`config.mk`:
```
export PLATFORM = sky130hd
export DESIGN_NAME = ser_eeprom_front
export DESIGN_NICKNAME = d
export VERILOG_FILES = /design/src/rtl/ser_eeprom_front.sv
export SDC_FILE = /design/constraint.sdc
export NUM_CORES = 2
export LEC_CHECK = 0
export ABC_AREA = 0
export BUFFER_PORTS_ARGS = -buffer_cell sky130_fd_sc_hd__buf_2
export CAP_MARGIN = 20
export CORE_ASPECT_RATIO = 1.5
export CORE_UTILIZATION = 65
export DETAILED_ROUTE_END_ITERATION = 10
export PLACE_DENSITY_LB_ADDON = 0.2
export SYNTH_ARGS = -nofsm -noshare
export SYNTH_HDL_FRONTEND = slang
export SYNTH_SLANG_ARGS = --single-unit
```
`constraint.sdc`:
```
create_clock -name clk -period 4.7 [get_ports clk]
set_clock_uncertainty 0.05 [all_clocks]
set_input_delay 0.235 -clock clk [delete_from_list [all_inputs] [get_ports clk]]
set_output_delay 0.235 -clock clk [all_outputs]
set_load 0.05 [all_outputs]
```
`src/rtl/ser_eeprom_front.sv`:
```
module ser_eeprom_front #(
  parameter int ADDR_W = 7,
  parameter int DATA_W = 16
) (
  input  logic              clk,
  input  logic              rst_n,
  input  logic              csel,
  input  logic              sck,
  input  logic              sdi,
  output logic              sdo,
  output logic              sdo_oe,
  output logic              prog_req,
  output logic [1:0]        prog_cmd,
  output logic [ADDR_W-1:0] prog_addr,
  output logic [DATA_W-1:0] prog_data,
  input  logic              prog_busy,
  input  logic              arr_we,
  input  logic [ADDR_W-1:0] arr_waddr,
  input  logic [DATA_W-1:0] arr_wdata
);
  localparam int WORDS = 1 << ADDR_W;
  localparam int FLD_W = ADDR_W + 1;
  localparam int INS_W = FLD_W + 2;
  localparam int CNT_W = $clog2(INS_W + DATA_W + 1);
  localparam int BIT_W = $clog2(DATA_W);
  localparam logic [CNT_W-1:0] INS_LAST = CNT_W'(INS_W - 1);
  localparam logic [CNT_W-1:0] DAT_FULL = CNT_W'(DATA_W);
  localparam logic [CNT_W-1:0] DAT_LAST = CNT_W'(DATA_W - 1);
  localparam logic [BIT_W-1:0] BIT_LAST = BIT_W'(DATA_W - 1);

  localparam logic [1:0] OP_GRP = 2'b00, OP_WR = 2'b01, OP_RD = 2'b10, OP_ER = 2'b11;
  localparam logic [1:0] SUB_WDS = 2'b00, SUB_FILL = 2'b01, SUB_CLR = 2'b10, SUB_WEN = 2'b11;
  localparam logic [1:0] PC_WRITE = 2'd0, PC_FILL = 2'd1, PC_ERASE = 2'd2, PC_CLR = 2'd3;

  typedef enum logic [2:0] {S_IDLE, S_CMD, S_DATA, S_READ, S_HOLD} st_t;

  st_t               st;
  logic              sck_q, csel_q;
  logic [CNT_W-1:0]  cnt;
  logic [FLD_W:0]    sr;
  logic [DATA_W-1:0] dsr, osr;
  logic [ADDR_W-1:0] ptr, pend_addr;
  logic [BIT_W-1:0]  obit;
  logic [1:0]        pend_cmd;
  logic              pend_v, wen_q, stat_q, sdo_q;
  logic [DATA_W-1:0] mem [WORDS];

  logic              rise, cs_fall, rd_mode;
  logic [INS_W-1:0]  word_in;
  logic [1:0]        op, sub;
  logic [ADDR_W-1:0] addr;

  assign rise    = csel & sck & ~sck_q;
  assign cs_fall = csel_q & ~csel;
  assign word_in = {sr, sdi};
  assign op      = word_in[INS_W-1 -: 2];
  assign sub     = word_in[FLD_W-1 -: 2];
  assign addr    = word_in[ADDR_W-1:0];
  assign rd_mode = (st == S_READ);
  assign sdo_oe  = csel & (rd_mode | (st == S_IDLE & stat_q));
  assign sdo     = rd_mode ? sdo_q : ~prog_busy;

  always_ff @(posedge clk) begin
    if (!rst_n) begin
      st        <= S_IDLE;
      sck_q     <= 1'b0;
      csel_q    <= 1'b0;
      cnt       <= '0;
      sr        <= '0;
      dsr       <= '0;
      osr       <= '0;
      ptr       <= '0;
      obit      <= '0;
      pend_v    <= 1'b0;
      pend_cmd  <= PC_WRITE;
      pend_addr <= '0;
      wen_q     <= 1'b0;
      stat_q    <= 1'b0;
      sdo_q     <= 1'b0;
      prog_req  <= 1'b0;
      prog_cmd  <= PC_WRITE;
      prog_addr <= '0;
      prog_data <= '0;
      for (int i = 0; i < WORDS; i++) mem[i] <= '1;
    end else begin
      sck_q    <= sck;
      csel_q   <= csel;
      prog_req <= 1'b0;
      if (arr_we) mem[arr_waddr] <= arr_wdata;
      if (!csel) begin
        st     <= S_IDLE;
        cnt    <= '0;
        pend_v <= 1'b0;
        if (cs_fall && pend_v && wen_q) begin
          prog_req  <= 1'b1;
          prog_cmd  <= pend_cmd;
          prog_addr <= pend_addr;
          prog_data <= dsr;
          stat_q    <= 1'b1;
        end
      end else if (rise) begin
        unique case (st)
          S_IDLE: if (sdi) begin
            st     <= S_CMD;
            cnt    <= '0;
            stat_q <= 1'b0;
          end
          S_CMD: if (cnt == INS_LAST) begin
            cnt       <= '0;
            pend_addr <= addr;
            unique case (op)
              OP_RD: begin
                st    <= S_READ;
                osr   <= mem[addr];
                ptr   <= addr + 1'b1;
                obit  <= '0;
                sdo_q <= 1'b0;
              end
              OP_WR: begin
                st       <= S_DATA;
                pend_cmd <= PC_WRITE;
              end
              OP_ER: begin
                st       <= S_HOLD;
                pend_cmd <= PC_ERASE;
                pend_v   <= 1'b1;
              end
              OP_GRP: unique case (sub)
                SUB_WEN: begin wen_q <= 1'b1; st <= S_HOLD; end
                SUB_WDS: begin wen_q <= 1'b0; st <= S_HOLD; end
                SUB_FILL: begin st <= S_DATA; pend_cmd <= PC_FILL; end
                SUB_CLR: begin st <= S_HOLD; pend_cmd <= PC_CLR; pend_v <= 1'b1; end
              endcase
            endcase
          end else begin
            sr  <= word_in[FLD_W:0];
            cnt <= cnt + 1'b1;
          end
          S_DATA: begin
            dsr <= {dsr[DATA_W-2:0], sdi};
            if (cnt != DAT_FULL) cnt <= cnt + 1'b1;
            if (cnt == DAT_LAST) pend_v <= 1'b1;
          end
          S_READ: begin
            sdo_q <= osr[DATA_W-1];
            if (obit == BIT_LAST) begin
              osr  <= mem[ptr];
              ptr  <= ptr + 1'b1;
              obit <= '0;
            end else begin
              osr  <= {osr[DATA_W-2:0], 1'b0};
              obit <= obit + 1'b1;
            end
          end
          S_HOLD: ;
          default: st <= S_IDLE;
        endcase
      end
    end
  end
endmodule

```
Word level (Yosys, flattened, before mapping)
Memories as Yosys holds them, arrays and structs flattened. A register that Yosys moved wholly into a read port is not among the register bits.
Index checks and enable logic that the tools add are counted.

storage, ports and cells
  register bits = 101
  bits in writable memories = 2048
  word-level logic and storage cells = 138
  memories kept = 1

cells by class
  $add $sub $neg = 4
  equal/unequal tests = 26
  muxes and demuxes = 48
  bitwise gates (word level) = 12
  reduce and logical (&&, ||, !) cells = 28

memory list
  name  words  width  rd ports  clocked after memory_dff  write ports  RTL line  RTL
  mem   128    16     2         1                         128          46        logic [DATA_W-1:0] mem [WORDS];

operators with widths
  operator                                               count
  2-to-1 mux 16 bit                                      4
  2-to-1 mux 7 bit                                       6
  case mux 16 bit (2 select lines)                       1
  AND reduction 6 bit                                    4
  AND reduction 4 bit                                    5
  2-to-1 mux 1 bit                                       17
  OR reduction 16 bit                                    1
  2-to-1 mux 5 bit                                       3
  case mux 5 bit (3 select lines)                        1
  adder 7 x 1 -> 7 bit, second input constant            2
  case mux 7 bit (2 select lines)                        1
  2-to-1 mux 4 bit                                       3
  case mux 3 bit (4 select lines)                        1
  == test 5 x 4 -> 1 bit, second input constant          2
  inequality test 2 x 1 -> 1 bit, second input constant  5
  case mux 3 bit (3 select lines)                        1
  == test 2 bit, second input constant                   4
  inequality test 2 bit, second input constant           4
  case mux 1 bit (2 select lines)                        4
  case mux 4 bit (2 select lines)                        1
  nonzero test 2 bit                                     4
  == test 3 x 2 -> 1 bit, second input constant          2
  2-to-1 mux 3 bit                                       2
  inequality test 3 bit, second input constant           2
  other kinds (23)                                       38

Longest topological paths before layout
  depth in word-level cells = 6
  depth in mapped cells = 13
  mapped depth without buffers = 9

Worst setup path before layout
OpenSTA, ideal clock, no wires.

  path kind = input port to flip-flop
  start = input rst_n
  end = memory mem[26][0], enable pin
  setup time = 0.411 ns
  data arrival time = 2.539 ns
  required time = 4.239 ns
  slack = 1.700 ns
  stages on the path = 6
  path buffers = 3
  path through = clkbuf_1 nand2_1 or4_1 clkbuf_1 clkbuf_1 o21ai_0

RTL lines
  element          RTL line  RTL
  start, declared  6         input logic rst_n,
  end, declared    46

Worst setup path after layout
  start = register st[0]
  end = register osr[8]

on the way
  cells in the longest elaborated chain, start to end = 3

RTL lines
  element                                                                  RTL line  RTL
  start, declared                                                          37        st_t st;
  start signal, assigned                                                   65        st <= S_IDLE;
  start signal, assigned                                                   91        st <= S_IDLE;
  start signal, assigned                                                   104       st <= S_CMD;
  == test 3 x 1 -> 1 bit or == test 3 x 2 -> 1 bit (tied branches)         102       unique case (st)
  inequality test 2 x 1 -> 1 bit (no source line) (tied with other cells)  n/a
  AND reduction 5 bit (no source line)                                     n/a
  end signal, assigned                                                     114       osr <= mem[addr];
  end signal, assigned                                                     147       osr <= mem[ptr];
  end signal, assigned                                                     151       osr <= {osr[DATA_W-2:0], 1'b0};
  end, declared                                                            41        logic [DATA_W-1:0] dsr, osr;

Several ways; a longest one is shown, not always the timed one.
A chain may end at the register's enable or synchronous reset.

==> out/results.tsv <==
metric	value	unit
status	finished, violations left	
failing checks	DRC, slew limit	
Final min period	4.35	ns
Design Area, Final	126000	sq um
DR vias	82100	
cell count along the critical path	9	
Mapped Area	115000	sq um
Final period util	92.6	%
WP data arrival	5.09	ns
Clock Sinks	2156	
maximum number of pins on one net before global-route repair	110	
Final Hold Fails	0	
CP Buf/Inv Count	2	
clk slew on worst S/H paths	0.07	ns
Comb power frac	7.8	%
GR Layer Usage met2	72.9	%
Rows	189	
Detail Placement HPWL	281000	um
slew margin rel.	-5.20	%
Required @ worst endpoint	5.44	ns
Main synth FF type	edfxtp_1	
residual DRC count	2	
slowest cell delay on critical path	1.00	ns
RSZ-0062 raised after global routing	false	
CP endpoint kind	flop	
# placed instances	9721	
min-delay src	arr_wdata[8]	
Setup crit start kind	flop	
cell taking the most area after synthesis	edfxtp_1	
top cell type's share of synthesized area	53.3	%
Cells after Synth	7866	
Max IR drop VDD	0.347	mV
top area cells in the synthesized netlist	edfxtp_1, mux4_2, or3_1	
Setup Viol. Count Final	0	
largest fanout on the critical path	17	
busiest grt layer	met2	
share of cells above drive strength 1	34.0	%
net switching fraction of the power	23.7	%
Clk pwr share	40.0	%
Num CTS Buffers	209	
max-slew violations	1	
Setup TNS Final	0	ns
Initial DRC Count	14800	
highest-delay cell along the critical path	o31ai_1	
fillers	11100	
Setup crit start	st[0]	
Ys Warns	0	
Hold Path Class	in2reg	
clk_lat worst skew	0.93	ns
internal power	0.0329	W
1st-pass router iterations	11	
Post-DP Area	119000	sq um
Synth Net Count	7909	
pwr/cell area	341	nW/um^2
max cap viols	0	
Core ar.	176000	sq um
I/O Buffers	57	
die area	179000	sq um
Avg Vias per Cell	8.11	
synth unique cells	76	
commonest non-fill, non-tap cell in the layout	edfxtp_1	
EDFF count, synth	2048	
most frequent cells in the layout	edfxtp_1, or3_1, mux4_2	
Top Family by Delay on Critical Path	compound AO/OA/AOI/OAI gates	
RD Place Congestion	1.08	
met1 usage	56.7	%
Die Width	346	um
Antenna Violating Nets Remaining	0	
initial antenna violation count	51	
post-synthesis sequential area ratio	55.2	%
cts repair resizes	0	
post-detailed-routing wire length	435000	um
Reg power frac	52.1	%
CTS max path bufs	4	
WHS Path Cells	2	
R2R cell count	9	
FFs w/ async S/R, synth	0	%
Die Span Y	518	um
Final Net Count	7696	
WS Path Type	reg2reg	
post-DR wirelength/cell	42.9	um
register bit total from synthesis	2156	
starting density of the core	65.4	%
CTS tree	yes	
gr ovfl total	0	
final core utilization	71.6	%
P&R area growth vs syn	9.52	%
LEAKAGE	38.7	nW
vias in the first global route	79500	
Worst Max-Slew Pin Slew	1.58	ns
reg2reg start	st[0]	
depth of the CTS H-tree	4	
f_max	0.230	GHz
critical path's most frequent cell	buf_4	
average size of a mapped cell	14.7	sq um
Total GRT Usage	48.9	%
Place WS	0.492	ns
final worst-path setup slack	0.350	ns
first-pass GRT wire length	609000	um
I/O pins	58	
Cell Chain, Critical Path	or3b_2 -> o31ai_1 -> nand2_1 -> buf_4 -> a221oi_1 -> o2111ai_1 -> a2111oi_0 -> buf_4 -> a21oi_1	
Net Sw Power	0.0102	W
global-route met3 utilization	15.6	%
final cell count without fillers	10100	
root buffer cell	clkbuf_16	
[Yosys cell counts, drive strengths merged (5+ instances only)]
master,n
a22oi,69
nor3,42
nor2,97
ha,13
clkbuf,743
dfxtp,108
nor2b,35
nor3b,6
a221oi,19
and4,5
edfxtp,2048
nand3,80
or2,515
nor4,15
a22o,18
buf,262
and3,11
a2111oi,11
o21ai,175
mux2i,165
a21oi,84
o22ai,25
o2111ai,9
a32oi,8
or3,1498
inv,25
a211oi,27
a21boi,56
nand2,336
mux4,1116
o221ai,14
nand2b,63
nand4,9
o31ai,6
mux2,20
a311oi,6
a31oi,31
and2,29
a41oi,5
o211ai,17
[metrics by stage]
stage	hold slack (ns)	total power [W]
after floorplan	0.307	0.0245
after global placement	0.390	0.0259
after detailed placement	0.409	0.0260
after CTS	0.0110	0.0427
after global routing	0.0382	0.0436
final	0.0174	0.0430
[cells by family after synthesis]
kind of cell	Yosys count	synth area share, %
AND/OR/NAND/NOR	2754	13.9
flip-flops	2156	55.2
multiplexers	1301	23.4
buffers and inverters	1033	3.84
AO/OA/AOI/OAI	606	3.47
adder cells (fa/ha/maj)	13	0.141
XOR/XNOR	3	0.0228
[path summary, 6_finish.rpt]
check	endpoint	slack, ns
hold reg to reg	prog_data[12]	0.41
hold / removal	mem[24][8]	0.02
setup / recovery	osr[8]	0.35
setup reg to reg	osr[8]	0.35
[registers in the layout, indices dropped and copies added (netlist names), 2 cells and up, named ones only]
name and cells:
cnt 5, dsr 16, mem 2048, obit 4, osr 16, pend_addr 7, pend_cmd 2, prog_addr 7
prog_cmd 2, prog_data 16, ptr 7, sr 9, st 3
[cell type report]
class                      instances  area [sq um]  share of cell area (%)
antenna                           20          50.0                  0.0396
clock buffer                     250          5510                    4.36
clock inverter                   124          1240                   0.985
inverter                          28           116                  0.0921
multi-input combinational       4677         47800                    37.8
sequential                      2156         63700                    50.4
tap                             2292          2870                    2.27
timing repair buffer             581          5090                    4.03
[power by group through the flow]
stage / sequential, W / combinational (W) / clock, W
6_report: 0.0224 / 0.00338 / 0.0172
5_1_grt: 0.0225 / 0.00336 / 0.0177
4_1_cts: 0.0224 / 0.00321 / 0.0171
2_1_floorplan: 0.0226 / 0.00189 / 0
3_5_place_dp: 0.0228 / 0.00319 / 0
3_3_place_gp: 0.0227 / 0.00315 / 0
[layer usage]
| layer | share of wire (%) | wire [um] |
|---|---|---|
| met5 | 0.092 | 402 |
| met4 | 12 | 51900 |
| met3 | 15 | 65600 |
| met2 | 45 | 194000 |
| met1 | 28 | 123000 |
[timing repair]
item	CTS	global route
buffers inserted	0	0
endpoints found under the hold margin	67	21
hold buffers	7	1
No activity file was read; power rests on OpenSTA's default activity.
